$ cat config.mk
export PLATFORM = sky130hd
export DESIGN_NAME = dsc_out_dma
export DESIGN_NICKNAME = d
export VERILOG_FILES = /design/src/rtl/dsd_pkg.sv /design/src/rtl/dsd_lane_pick.sv /design/src/rtl/dsd_irq_reg.sv /design/src/rtl/dsc_out_dma.sv
export SDC_FILE = /design/constraint.sdc
export NUM_CORES = 1
export LEC_CHECK = 0
export BUFFER_PORTS_ARGS = -buffer_cell sky130_fd_sc_hd__buf_2
export CORE_MARGIN = 1.5
export CORE_UTILIZATION = 35
export DETAILED_ROUTE_END_ITERATION = 10
export PLACE_DENSITY_LB_ADDON = 0.08
export SLEW_MARGIN = 20
export SYNTH_ARGS = -nofsm -noshare
export SYNTH_HDL_FRONTEND = slang
export SYNTH_SLANG_ARGS = --single-unit
export TNS_END_PERCENT = 5
$ cat constraint.sdc
create_clock -name clk -period 18.8 [get_ports clk]
set_input_delay 0.94 -clock clk [delete_from_list [all_inputs] [get_ports clk]]
set_output_delay 0.94 -clock clk [all_outputs]
set_load 0.005 [all_outputs]
$ cat src/rtl/dsd_pkg.sv
package dsd_pkg;
  typedef enum logic [3:0] {
    S_IDLE, S_FETCH, S_CHECK, S_RD, S_LAT, S_SEND, S_WB, S_CRD, S_CLAT, S_CWR
  } dsd_state_e;

  localparam int DESC_WORDS = 4;
  localparam int F_EOL      = 0;
  localparam int F_OEOP     = 3;
  localparam int F_IRQ      = 4;
  localparam int CTX_DIS    = 15;
  localparam int IRQ_DATA   = 2;
  localparam int CTX_FLAGS_OFS = 4;
endpackage

$ cat src/rtl/dsd_lane_pick.sv
module dsd_lane_pick #(
  parameter int W = 32,
  localparam int LANES = W / 8,
  localparam int LB = $clog2(LANES)
) (
  input  logic [W-1:0]  word_i,
  input  logic [LB-1:0] sel_i,
  output logic [7:0]    byte_o
);
  logic [7:0] lanes [LANES];

  for (genvar g = 0; g < LANES; g++) begin : g_lane
    assign lanes[g] = word_i[8*g +: 8];
  end

  assign byte_o = lanes[sel_i];
endmodule

$ cat src/rtl/dsd_irq_reg.sv
module dsd_irq_reg #(
  parameter int IRQW = 4
) (
  input  logic            clk,
  input  logic            rst_n,
  input  logic [IRQW-1:0] set_i,
  input  logic [IRQW-1:0] ack_i,
  output logic [IRQW-1:0] raw_o
);
  logic [IRQW-1:0] raw_q, raw_d;

  always_comb raw_d = (raw_q & ~ack_i) | set_i;

  always_ff @(posedge clk or negedge rst_n) begin
    if (!rst_n) raw_q <= '0;
    else        raw_q <= raw_d;
  end

  assign raw_o = raw_q;
endmodule

$ cat src/rtl/dsc_out_dma.sv
module dsc_out_dma
  import dsd_pkg::*;
#(
  parameter int W    = 32,
  parameter int IRQW = 4,
  localparam int LB  = $clog2(W / 8)
) (
  input  logic            clk,
  input  logic            rst_n,
  input  logic            start_i,
  input  logic [W-1:0]    desc_addr_i,
  input  logic [W-1:0]    ctx_addr_i,
  input  logic            eol_clr_i,
  output logic            busy_o,
  output logic            eol_o,
  input  logic [IRQW-1:0] intr_ack_i,
  output logic [IRQW-1:0] intr_raw_o,
  output logic            mem_req_o,
  output logic            mem_we_o,
  output logic [W-1:0]    mem_addr_o,
  output logic [W-1:0]    mem_wdata_o,
  input  logic [W-1:0]    mem_rdata_i,
  output logic            st_valid_o,
  output logic [7:0]      st_data_o,
  output logic            st_last_o,
  input  logic            st_ready_i
);
  // reset: asserted asynchronously, released on a clock edge
  logic [1:0] rsync_q;
  logic       rst_int_n;

  always_ff @(posedge clk or negedge rst_n) begin
    if (!rst_n) rsync_q <= 2'b00;
    else        rsync_q <= {rsync_q[0], 1'b1};
  end
  assign rst_int_n = rsync_q[1];

  dsd_state_e state_q, state_d;
  logic [2:0]   idx_q, idx_d;
  logic [W-1:0] dptr_q, dptr_d, cptr_q, cptr_d, cur_q, cur_d, ctxw_q, ctxw_d;
  logic [W-1:0] w_q [DESC_WORDS];
  logic [W-1:0] w_d [DESC_WORDS];
  logic [7:0]   byte_q, byte_d, lane_byte;
  logic         eol_q, eol_d;
  logic [IRQW-1:0] irq_set;

  dsd_lane_pick #(.W(W)) u_lane (
    .word_i (mem_rdata_i),
    .sel_i  (cur_q[LB-1:0]),
    .byte_o (lane_byte)
  );

  dsd_irq_reg #(.IRQW(IRQW)) u_irq (
    .clk   (clk),
    .rst_n (rst_int_n),
    .set_i (irq_set),
    .ack_i (intr_ack_i),
    .raw_o (intr_raw_o)
  );

  always_comb begin
    state_d = state_q;
    idx_d   = idx_q;
    dptr_d  = dptr_q;
    cptr_d  = cptr_q;
    cur_d   = cur_q;
    ctxw_d  = ctxw_q;
    byte_d  = byte_q;
    eol_d   = eol_q;
    w_d     = w_q;
    irq_set     = '0;
    mem_req_o   = 1'b0;
    mem_we_o    = 1'b0;
    mem_addr_o  = '0;
    mem_wdata_o = '0;
    st_valid_o  = 1'b0;
    case (state_q)
      S_IDLE: begin
        if (eol_clr_i) eol_d = 1'b0;
        if (start_i && !eol_q) begin
          dptr_d  = desc_addr_i;
          cptr_d  = ctx_addr_i;
          idx_d   = '0;
          state_d = S_FETCH;
        end
      end
      S_FETCH: begin
        if (idx_q < 3'(DESC_WORDS)) begin
          mem_req_o  = 1'b1;
          mem_addr_o = dptr_q + W'({idx_q, 2'b00});
        end
        if (idx_q != '0) begin
          w_d[idx_q[1:0] - 2'd1] = mem_rdata_i;
          if (idx_q == 3'd2) cur_d = mem_rdata_i;
        end
        if (idx_q == 3'(DESC_WORDS)) begin
          idx_d   = '0;
          state_d = S_CHECK;
        end else begin
          idx_d = idx_q + 3'd1;
        end
      end
      S_CHECK: begin
        if (cur_q == w_q[3]) begin
          if (w_q[2][F_IRQ]) irq_set[IRQ_DATA] = 1'b1;
          idx_d   = '0;
          state_d = S_WB;
        end else begin
          state_d = S_RD;
        end
      end
      S_RD: begin
        mem_req_o  = 1'b1;
        mem_addr_o = {cur_q[W-1:LB], {LB{1'b0}}};
        state_d    = S_LAT;
      end
      S_LAT: begin
        byte_d  = lane_byte;
        state_d = S_SEND;
      end
      S_SEND: begin
        st_valid_o = 1'b1;
        if (st_ready_i) begin
          cur_d   = cur_q + W'(1);
          state_d = S_CHECK;
        end
      end
      S_WB: begin
        mem_req_o   = 1'b1;
        mem_we_o    = 1'b1;
        mem_addr_o  = dptr_q + W'({idx_q, 2'b00});
        mem_wdata_o = w_q[idx_q[1:0]];
        if (idx_q == 3'(DESC_WORDS - 1)) begin
          idx_d = '0;
          if (w_q[2][F_EOL]) begin
            state_d = S_CRD;
          end else begin
            dptr_d  = w_q[0];
            state_d = S_FETCH;
          end
        end else begin
          idx_d = idx_q + 3'd1;
        end
      end
      S_CRD: begin
        mem_req_o  = 1'b1;
        mem_addr_o = cptr_q + W'(CTX_FLAGS_OFS);
        state_d    = S_CLAT;
      end
      S_CLAT: begin
        ctxw_d  = mem_rdata_i | (W'(1) << CTX_DIS);
        state_d = S_CWR;
      end
      S_CWR: begin
        mem_req_o   = 1'b1;
        mem_we_o    = 1'b1;
        mem_addr_o  = cptr_q + W'(CTX_FLAGS_OFS);
        mem_wdata_o = ctxw_q;
        eol_d       = 1'b1;
        state_d     = S_IDLE;
      end
      default: state_d = S_IDLE;
    endcase
  end

  always_ff @(posedge clk or negedge rst_int_n) begin
    if (!rst_int_n) begin
      state_q <= S_IDLE;
      idx_q   <= '0;
      dptr_q  <= '0;
      cptr_q  <= '0;
      cur_q   <= '0;
      ctxw_q  <= '0;
      byte_q  <= '0;
      eol_q   <= 1'b0;
      for (int i = 0; i < DESC_WORDS; i++) w_q[i] <= '0;
    end else begin
      state_q <= state_d;
      idx_q   <= idx_d;
      dptr_q  <= dptr_d;
      cptr_q  <= cptr_d;
      cur_q   <= cur_d;
      ctxw_q  <= ctxw_d;
      byte_q  <= byte_d;
      eol_q   <= eol_d;
      for (int i = 0; i < DESC_WORDS; i++) w_q[i] <= w_d[i];
    end
  end

  assign busy_o    = (state_q != S_IDLE);
  assign eol_o     = eol_q;
  assign st_data_o = byte_q;
  assign st_last_o = st_valid_o && w_q[2][F_OEOP] && ((cur_q + W'(1)) == w_q[3]);
endmodule

==> impl_metrics.json <==
{
  "outcome": "finished, final reports clean",
  "timing.final.ws_setup_ps": 14010,
  "grtUsageTotal_pct": 23.5,
  "ys_ff_latch": 278,
  "worstMarginPinSlew_ps": 1010,
  "gp_congestion": 0.918,
  "clk_path_buf_depth": 3,
  "synth.distinct_cells": 71,
  "grt_pass1_wl_mm": 78.5,
  "slew_headroom_pct": 32.0,
  "cts-root-buf": "clkbuf_16",
  "final.setup.tns_ps": 0,
  "timing_hold_violations_final": 0,
  "clock.fmax_mhz": 209,
  "cts_resized": 0,
  "n_antenna_cell": 0,
  "cts_hold_buf": 0,
  "skew_ps": 20.5,
  "peakVddDrop_uv": 69.5,
  "rsz0062_at_grt": "no",
  "met1_length_mm": 24.7,
  "wl_met3_mm": 3.34,
  "synth_area_sq_mm": 0.0154,
  "slew_viol_final": 0,
  "syn_inst": 1380,
  "drt_iter0_markers": 850,
  "cts_tree": "done",
  "antenna_found_initial": 3,
  "area_delta_synth_final_pct": 18.2,
  "initial_core_util_pct": 35.6,
  "synth_fp_nets": 1498,
  "overflow": 0,
  "grt_max_degree": 149,
  "fin_crit_ps": 4790,
  "grt_pass1_vias": 11969,
  "layout-drive-gt1-share_pct": 34.2,
  "cts_setup_buffers": 0,
  "synth_flop_cell": "dfrtp_1",
  "met2_wirelength_mm": 22.4,
  "power_leakage_nw": 7.69,
  "htree_levels": 2,
  "crit_arrival_ps": 3850,
  "endpoint_kind": "output pin",
  "fillers": 4201,
  "hold_slack_ps": 171,
  "vias": 11782,
  "critical_path.slowest_cell": "dfrtp_1",
  "final_util_pct": 42.1,
  "path_cells": "ha_1 -> nand3_1 -> nor4_1 -> buf_4 -> nand3_1 -> xnor2_1 -> a211oi_1 -> o2111ai_1 -> nor4_2 -> buf_2",
  "post_drt_wl_per_cell_microns": 24.1,
  "cpPeakStageDelay_ps": 810,
  "ys_seq_area_share_pct": 45.2,
  "crit_type": "register to output pin",
  "fp.dieW_microns": 213,
  "num_io_pins": 187,
  "setup_viol_count_final": 0,
  "drtPass1Iterations": 5,
  "dpl_worst_slack_ps": 14590,
  "cpMostUsedCell": "nand3_1",
  "cts.sinks": 278,
  "maxCapViolCount": 0,
  "hold_path_class": "input pin to async pin",
  "detail-route-antenna-nets": 0,
  "yosys_warnings": 0,
  "die-area_sq_mm": 0.0453,
  "drcViolationCount": 0,
  "core_area_sq_mm": 0.0433,
  "highest_layer": "met5",
  "finalCritPeriodShare_pct": 25.5,
  "worstSkewPairLatency_ps": 550,
  "dp_hpwl_mm": 37.0,
  "crit_fanout": 15,
  "num_rows": 76,
  "port_buffers": 186,
  "wirelength_mm": 51.7,
  "async_flop_share_pct": 100,
  "finalPower_mw": 3.17,
  "required_ps": 17860,
  "numCtsBuffers": 36,
  "synth_edf_count": 0,
  "power_density_mw_per_mm2": 174,
  "viasPerCell": 5.49,
  "die_h_microns": 213,
  "synth.avg_cell_area_sq_um": 11.2,
  "cp-start-kind": "register",
  "path_clk_slew_ps": 60,
  "nets": 1654
}
==> synth_stat cells (34+ instances only) <==
| master | count | share of area (%) |
|---|---|---|
| a21oi_1 | 58 | 1.9 |
| a22o_1 | 35 | 2.0 |
| clkbuf_1 | 55 | 1.3 |
| dfrtp_1 | 278 | 45 |
| mux2_2 | 199 | 15 |
| mux2i_1 | 34 | 2.2 |
| mux4_2 | 40 | 5.9 |
| nand2_1 | 132 | 3.2 |
| nand3_1 | 44 | 1.4 |
| nor2_1 | 49 | 1.2 |
| o21ai_0 | 80 | 2.6 |
| xnor2_1 | 61 | 3.5 |
| xor2_1 | 47 | 2.7 |
==> critical path, delay by kind of cell (launching register included) <==
kind            cells  cell delay (ps)
fa+ha+maj           1              330
compound gates      2              550
simple gates        4             1020
flops               1              810
buf+inv             2              420
xor+xnor            1              180
==> metrics by stage <==
stage	area, sq um	std cells
2_1_floorplan	15400	1380
3_3_place_gp	16900	2082
3_5_place_dp	16900	2083
4_1_cts	18200	2147
5_1_grt	18200	2147
6_report	18200	2147
==> cell families (layout without fill, tap and decap cells) <==
kind of cell / after synthesis / count (layout) / synth area share, %
buffers and inverters: 105 / 287 / 2.73
AO/OA/AOI/OAI: 254 / 254 / 10.6
XOR/XNOR: 108 / 108 / 6.14
flip-flops: 278 / 278 / 45.2
other: 1 / 1 / 0.0244
multiplexers: 273 / 273 / 22.6
AND/OR/NAND/NOR: 348 / 348 / 11.6
adder cells (fa/ha/maj): 13 / 13 / 1.11
==> routing by layer <==
layer | vias to the layer above | track usage, %
met1 | 5963 | 34.4
met3 | 67 | 4.35
met5 | - | 0
li1 | 5389 | -
met2 | 361 | 35.1
met4 | 2 | 6.92
==> path summary, 6_finish.rpt <==
kind | start | end | slack (ps) | cells past startpoint
max reg2reg | state_q[0] | cur_q[18] | 15560 | 10
min reg2reg | rsync_q[0] | rsync_q[1] | 350 | 0
min in group clk | rsync_q[0] | rsync_q[1] | 350 | 0
max | cur_q[0] | st_last_o | 14010 | 10
min | rst_n | rsync_q[1] | 170 | 1
max in group asynchronous | rsync_q[1] | idx_q[0] | 16810 | 1
==> registers in the layout (all words and copies together), names as in the netlist <==
signal	flops
idx_q	3
ctxw_q	32
cptr_q	32
u_irq.raw_o	4
rsync_q	2
eol_o	1
dptr_q	32
w_q	128
st_data_o	8
state_q	4
cur_q	32
==> placed cells by master (no fill, tap or decap), types with 4 or more instances in the layout <==
master,Yosys,layout
a22o_1,35,35
a21oi_1,58,58
mux4_2,40,40
nand4_1,26,26
nand2_1,132,132
clkbuf_16,0,37
clkbuf_8,0,11
nor2b_1,10,10
nor3_1,14,10
a31oi_1,5,5
clkbuf_1,55,6
nand3_1,44,44
ha_1,12,12
o22ai_1,13,13
or2_2,4,4
mux2i_1,34,34
xor2_1,47,47
bufinv_16,0,4
and2_1,7,7
buf_4,0,20
and4_1,10,10
dfrtp_1,278,276
clkinv_2,0,4
a221o_1,5,5
mux2_2,199,199
nor2_1,49,47
buf_2,15,186
and3_1,20,20
a21o_1,5,5
a22oi_1,14,14
xnor2_1,61,61
o221ai_1,14,14
nor3_2,1,5
nor4_1,9,9
inv_1,14,14
o21ai_0,80,79
==> area by class of cell <==
| type | count | area, sq um | share of cell area [%] |
|---|---|---|---|
| Tap cell | 585 | 732 | 4.02 |
| Inverter | 15 | 56.3 | 0.309 |
| Clock buffer | 54 | 1100 | 6.04 |
| Sequential cell | 278 | 6960 | 38.2 |
| Multi-Input combinational cell | 997 | 8070 | 44.3 |
| Clock inverter | 10 | 158 | 0.866 |
| Timing Repair Buffer | 208 | 1130 | 6.20 |
==> power by group <==
| part | switching (mW) | internal (mW) |
|---|---|---|
| clock network | 0.272 | 0.459 |
| logic | 0.608 | 0.614 |
| registers | 0.339 | 0.881 |
| total | 1.22 | 1.95 |
Power figures use the tool's default switching activity.
